`config.mk`:
```
export PLATFORM = sky130hd
export DESIGN_NAME = hc_irq_mask
export DESIGN_NICKNAME = d
export VERILOG_FILES = /design/src/rtl/irqm_pkg.sv /design/src/rtl/irqm_decode.sv /design/src/rtl/irqm_enable_reg.sv /design/src/rtl/irqm_status_reg.sv /design/src/rtl/irqm_irq_gen.sv /design/src/rtl/hc_irq_mask.sv
export SDC_FILE = /design/constraint.sdc
export NUM_CORES = 1
export LEC_CHECK = 0
export ABC_AREA = 0
export BUFFER_PORTS_ARGS = -buffer_cell sky130_fd_sc_hd__buf_4
export CORE_ASPECT_RATIO = 1.5
export CORE_MARGIN = 2
export CORE_UTILIZATION = 56
export DETAILED_ROUTE_END_ITERATION = 8
export PLACE_DENSITY_LB_ADDON = 0.12
export SYNTH_ARGS = -nofsm -noshare
export SYNTH_HDL_FRONTEND = slang
export SYNTH_HIERARCHICAL = 1
export SYNTH_SLANG_ARGS = --single-unit
```
`constraint.sdc`:
```
create_clock -name clk -period 5.45 [get_ports clk]
set_input_delay 0.2725 -clock clk [delete_from_list [all_inputs] [get_ports clk]]
set_output_delay 0.2725 -clock clk [all_outputs]
set_load 0.02 [all_outputs]
```
`src/rtl/irqm_pkg.sv`:
```
// Package irqm_pkg
// Holds the types shared by the interrupt mask block: which register view
// a bus access selects.
package irqm_pkg;

    typedef enum logic [1:0] {
        VIEW_NONE   = 2'd0,
        VIEW_STATUS = 2'd1,
        VIEW_SET    = 2'd2,
        VIEW_CLR    = 2'd3
    } view_e;

endpackage

```
`src/rtl/irqm_decode.sv`:
```
// Module irqm_decode
// Turns a bus address and write strobe into a view selection and per-view
// write vectors. It assumes one access per cycle and that offsets are distinct.
module irqm_decode
    import irqm_pkg::*;
#(
    parameter int ADDR_W     = 8,
    parameter int DATA_W     = 32,
    parameter int OFS_STATUS = 0,
    parameter int OFS_SET    = 4,
    parameter int OFS_CLR    = 8
) (
    input  logic [ADDR_W-1:0] addr,
    input  logic              wr,
    input  logic [DATA_W-1:0] wdata,
    output view_e             view,
    output logic [DATA_W-1:0] set_vec,
    output logic [DATA_W-1:0] clr_vec,
    output logic [DATA_W-1:0] ack_vec
);

    // Map the address onto one of the register views.
    always_comb begin
        if (addr == ADDR_W'(OFS_STATUS))      view = VIEW_STATUS;
        else if (addr == ADDR_W'(OFS_SET))    view = VIEW_SET;
        else if (addr == ADDR_W'(OFS_CLR))    view = VIEW_CLR;
        else                                  view = VIEW_NONE;
    end

    // Route the write data to the vector of the addressed view.
    always_comb begin
        set_vec = '0;
        clr_vec = '0;
        ack_vec = '0;
        if (wr) begin
            case (view)
                VIEW_SET:    set_vec = wdata;
                VIEW_CLR:    clr_vec = wdata;
                VIEW_STATUS: ack_vec = wdata;
                default:     ;
            endcase
        end
    end

endmodule

```
`src/rtl/irqm_enable_reg.sv`:
```
// Module irqm_enable_reg
// The enable register. Set and clear vectors act only on the 1s they carry,
// and clear wins when both hit the same bit. Bits outside IMPL_MASK stay 0.
module irqm_enable_reg #(
    parameter int                DATA_W    = 32,
    parameter logic [DATA_W-1:0] IMPL_MASK = '1
) (
    input  logic              clk,
    input  logic              rst_n,
    input  logic [DATA_W-1:0] set_vec,
    input  logic [DATA_W-1:0] clr_vec,
    output logic [DATA_W-1:0] en_q
);

    // One flop per implemented bit, constant 0 for reserved bits.
    for (genvar b = 0; b < DATA_W; b++) begin : g_bit
        if (IMPL_MASK[b]) begin : g_impl
            // Update the enable bit; clear has priority over set.
            always_ff @(posedge clk) begin
                if (!rst_n)          en_q[b] <= 1'b0;
                else if (clr_vec[b]) en_q[b] <= 1'b0;
                else if (set_vec[b]) en_q[b] <= 1'b1;
            end
        end else begin : g_rsv
            assign en_q[b] = 1'b0;
        end
    end

endmodule

```
`src/rtl/irqm_status_reg.sv`:
```
// Module irqm_status_reg
// Sticky status bits. An event pulse sets a bit, a write-one acknowledge
// clears it, and the event wins on a tie. Bits outside SRC_MASK stay 0.
module irqm_status_reg #(
    parameter int                DATA_W   = 32,
    parameter logic [DATA_W-1:0] SRC_MASK = '1
) (
    input  logic              clk,
    input  logic              rst_n,
    input  logic [DATA_W-1:0] evt_vec,
    input  logic [DATA_W-1:0] ack_vec,
    output logic [DATA_W-1:0] st_q
);

    for (genvar b = 0; b < DATA_W; b++) begin : g_bit
        if (SRC_MASK[b]) begin : g_src
            // Latch the event; an acknowledge only clears when no event arrives.
            always_ff @(posedge clk) begin
                if (!rst_n)          st_q[b] <= 1'b0;
                else if (evt_vec[b]) st_q[b] <= 1'b1;
                else if (ack_vec[b]) st_q[b] <= 1'b0;
            end
        end else begin : g_rsv
            assign st_q[b] = 1'b0;
        end
    end

endmodule

```
`src/rtl/irqm_irq_gen.sv`:
```
// Module irqm_irq_gen
// Registered interrupt request: the master bit gates the OR of the enabled
// status bits. It assumes both inputs come straight from flops.
module irqm_irq_gen #(
    parameter int                DATA_W     = 32,
    parameter int                MASTER_BIT = 31,
    parameter logic [DATA_W-1:0] SRC_MASK   = '1
) (
    input  logic              clk,
    input  logic              rst_n,
    input  logic [DATA_W-1:0] st_q,
    input  logic [DATA_W-1:0] en_q,
    output logic              irq_o
);

    logic any_src;

    // Find any source that is both latched and enabled.
    always_comb any_src = |(st_q & en_q & SRC_MASK);

    // Register the gated request.
    always_ff @(posedge clk) begin
        if (!rst_n) irq_o <= 1'b0;
        else        irq_o <= en_q[MASTER_BIT] & any_src;
    end

endmodule

```
`src/rtl/hc_irq_mask.sv`:
```
// Module hc_irq_mask
// Interrupt enable register reached through a set view and a clear view,
// plus a sticky status register and a registered interrupt request.
// It assumes event inputs are synchronous one-cycle pulses.
module hc_irq_mask
    import irqm_pkg::*;
#(
    parameter int ADDR_W     = 8,
    parameter int DATA_W     = 32,
    parameter int NUM_LOW    = 7,
    parameter int OWN_BIT    = 30,
    parameter int MASTER_BIT = 31,
    parameter int OFS_STATUS = 0,
    parameter int OFS_SET    = 4,
    parameter int OFS_CLR    = 8
) (
    input  logic              clk,
    input  logic              rst_n,
    input  logic [ADDR_W-1:0] bus_addr,
    input  logic              bus_wr,
    input  logic [DATA_W-1:0] bus_wdata,
    output logic [DATA_W-1:0] bus_rdata,
    input  logic [NUM_LOW-1:0] evt_i,
    input  logic              own_chg_i,
    output logic              irq_o
);

    localparam logic [DATA_W-1:0] ONE_W       = {{(DATA_W-1){1'b0}}, 1'b1};
    localparam logic [DATA_W-1:0] LOW_MASK    = (ONE_W << NUM_LOW) - ONE_W;
    localparam logic [DATA_W-1:0] OWN_MASK    = ONE_W << OWN_BIT;
    localparam logic [DATA_W-1:0] MASTER_MASK = ONE_W << MASTER_BIT;
    localparam logic [DATA_W-1:0] SRC_MASK    = LOW_MASK | OWN_MASK;
    localparam logic [DATA_W-1:0] IMPL_MASK   = SRC_MASK | MASTER_MASK;

    view_e             view;
    logic [DATA_W-1:0] set_vec;
    logic [DATA_W-1:0] clr_vec;
    logic [DATA_W-1:0] ack_vec;
    logic [DATA_W-1:0] evt_vec;
    logic [DATA_W-1:0] en_q;
    logic [DATA_W-1:0] st_q;

    irqm_decode #(
        .ADDR_W(ADDR_W), .DATA_W(DATA_W),
        .OFS_STATUS(OFS_STATUS), .OFS_SET(OFS_SET), .OFS_CLR(OFS_CLR)
    ) u_dec (
        .addr(bus_addr), .wr(bus_wr), .wdata(bus_wdata),
        .view(view), .set_vec(set_vec), .clr_vec(clr_vec), .ack_vec(ack_vec)
    );

    irqm_enable_reg #(.DATA_W(DATA_W), .IMPL_MASK(IMPL_MASK)) u_en (
        .clk(clk), .rst_n(rst_n), .set_vec(set_vec), .clr_vec(clr_vec), .en_q(en_q)
    );

    // Spread the event pulses over their status bit positions.
    always_comb begin
        evt_vec = {{(DATA_W-NUM_LOW){1'b0}}, evt_i};
        if (own_chg_i) evt_vec = evt_vec | OWN_MASK;
    end

    irqm_status_reg #(.DATA_W(DATA_W), .SRC_MASK(SRC_MASK)) u_st (
        .clk(clk), .rst_n(rst_n), .evt_vec(evt_vec), .ack_vec(ack_vec), .st_q(st_q)
    );

    irqm_irq_gen #(.DATA_W(DATA_W), .MASTER_BIT(MASTER_BIT), .SRC_MASK(SRC_MASK)) u_irq (
        .clk(clk), .rst_n(rst_n), .st_q(st_q), .en_q(en_q), .irq_o(irq_o)
    );

    // Read mux: both enable views return the same live enable value.
    always_comb begin
        case (view)
            VIEW_STATUS:       bus_rdata = st_q & SRC_MASK;
            VIEW_SET, VIEW_CLR: bus_rdata = en_q & IMPL_MASK;
            default:           bus_rdata = '0;
        endcase
    end

endmodule

```
==> summary.md <==
| Metric | Value |
|---|---|
| DRT antenna net count | 0 |
| Sw frac | 28.0% |
| Setup Fix Bufs, Post-CTS | 0 |
| Comb power frac | 20.3% |
| Transition time of the tightest slew-check pin | 1.18 ns |
| Share of layout cells above drive strength 1 | 44.1% |
| I/O Buffers | 37 |
| Core Area | 2480 sq um |
| CTS Buffer Depth | 2 |
| Average size of a mapped cell | 9.20 sq um |
| Max-Cap Viols | 0 |
| Crit path top cell by count | buf_4 |
| Final Max Tran Viols | 0 |
| Worst Path Buf+Inv | 2 |
| CTS H-tree depth | 1 |
| Max transition margin | 20.5% |
| TritonCTS clock tree | done |
| Status | completed |
| Hold/Removal Path Class | input pin to flip-flop |
| Fillers | 234 |
| Vias in the first global route | 992 |
| Leak | 0.604 nW |
| Final HPWL DP | 2060 um |
| All-Layer GR Usage | 19.1% |
| Clock tree sinks | 18 |
| Clk slew on worst S/H paths | 0.11 ns |
| Fin area | 1560 sq um |
| Worst Skew | 0.00389 ns |
| Number of vias per cell | 5.39 |
| Slowest CP cell | nor3_1 |
| DRC viols | 0 |
| Multi-input logic area | 860 sq um |
| Initial Utilization | 59.4% |
| Commonest non-fill, non-tap cells in the layout | buf_4 (37), conb_1 (23), dfxtp_1 (18) |
| Area after DPL | 1530 sq um |
| WL per Instance | 13.4 um |
| Worst-path cell chain | buf_4 -> or4_4 -> nor3_1 -> nor2b_2 -> a22o_1 -> buf_4 |
| Startpoint Class | input pin |
| Delay-heaviest family, CP | simple AND/OR/NAND/NOR gates |
| Placed cells | 197 |
| Sw power | 0.0000785 W |
| WL final | 2680 um |
| Die height | 66.8 um |
| Req. time, crit path | 5.18 ns |
| Achievable Freq | 323 MHz |
| Initial antenna violation count | 0 |
| Global route overflow | 0 |
| Final hold violations | 0 |
| CTS Hold Bufs | 0 |
| Post-Syn Instances | 160 |
| # rows | 22 |
| Commonest non-fill, non-tap cell in the layout | buf_4 |
| Post-synthesis instance area | 1470 sq um |
| Clock latency on the worst-skew pair | 0.30 ns |
| DRT Pass-1 Iters | 4 |
| Period Utilization, post-route | 56.8% |
| Vias | 1,084 |
| Max VDD drop | 0.0727 mV |
| Die area | 3060 sq um |
| Core Util, Final | 63.1% |
| Worst path max stage delay | 1.01 ns |
| Int Pwr | 0.000201 W |
| Synth-to-layout area growth | 6.29% |
| Post_cts resized | 0 |
| Final nets | 229 |
| Sequential Power Share | 49.7% |
| Non-Filler Instances | 201 |
| Die width | 45.9 um |
| Largest net degree at the start of global routing | 29 |
| Clock Root Buffer | clkbuf_4 |
| 1st-iter DRT viols | 3 |
| First-pass GRT wire length | 4370 um |
| Critical Path AT | 2.82 ns |
| Critical path class | input pin to output port |
| Pwr dens | 179 nW/um^2 |
| Worst-path fanout max | 28 |
| Ports | 84 |
| Syn. warnings | 6 |
| Sequential cell area | 360 sq um |
| RSZ-0062 raised after global routing | false |
| Share of power burned in the clock network | 30.0% |
| Kind of end point of the critical path | output port |
| CTS buffer count | 3 |
| Min cycle time layout | 3.10 ns |
| Setup TNS | 0 ns |
| Final setup viols | 0 |
| Placer Congestion | 0.780 |
| Inserted Diodes | 0 |
==> layer usage <==
layer / global-route usage [%] / wire [um] / vias up
met5: 0 / 0 / -
met4: 8.57 / 52 / 0
met3: 1.90 / 125 / 5
met2: 33.2 / 1400 / 29
met1: 22.6 / 1110 / 516
li1: - / - / 534
==> sequential cells by signal, indices dropped and copies added, names as in the netlist <==
| signal | cells |
|---|---|
| u_irq/irq_o | 1 |
| u_st/st_q | 8 |
| u_en/en_q | 9 |
==> path summary, 6_finish.rpt <==
kind	start	end	slack, ns	depth (start not counted)
worst max-delay path	bus_addr[7]	bus_rdata[1]	2.35	6
worst min-delay path	evt_i[5]	u_st/st_q[5]$_SDFFE_PN0P_	0.17	2
worst min register to register	u_en/en_q[31]$_SDFFE_PP0P_	u_irq/irq_o$_SDFF_PN0_	0.47	2
worst max register to register	u_st/st_q[3]$_SDFFE_PN0P_	u_irq/irq_o$_SDFF_PN0_	4.64	2
==> through the flow <==
step / hold slack, ns / worst slack [ns] / total power, W
6_report: 0.171 / 2.35 / 0.000280
3_3_place_gp: 0.449 / 2.34 / 0.000198
4_1_cts: 0.163 / 2.37 / 0.000283
2_1_floorplan: 0.396 / 3.32 / 0.000195
3_5_place_dp: 0.459 / 2.37 / 0.000199
5_1_grt: 0.163 / 2.24 / 0.000294
==> power groups by stage <==
stage,Combinational (W),Sequential [W],Clock [W]
6_report,0.0000568,0.000139,0.0000840
4_1_cts,0.0000566,0.000139,0.0000873
2_1_floorplan,0.0000541,0.000141,0
3_5_place_dp,0.0000566,0.000142,0
3_3_place_gp,0.0000556,0.000142,0
5_1_grt,0.0000617,0.000140,0.0000925
==> worst register-to-register path, delay by kind of cell, from the launching register on <==
family | cells | cell delay, ns
AO/OA/AOI/OAI | 2 | 0.35
flip-flops | 1 | 0.34
==> cell type report <==
| cell class | count | share of cell area, % |
|---|---|---|
| timing repair buffer | 37 | 17.8 |
| sequential | 18 | 23.0 |
| clock buffer | 4 | 2.32 |
| multi-input combinational | 118 | 55.0 |
| tap | 24 | 1.92 |
Power figures use the tool's default switching activity.
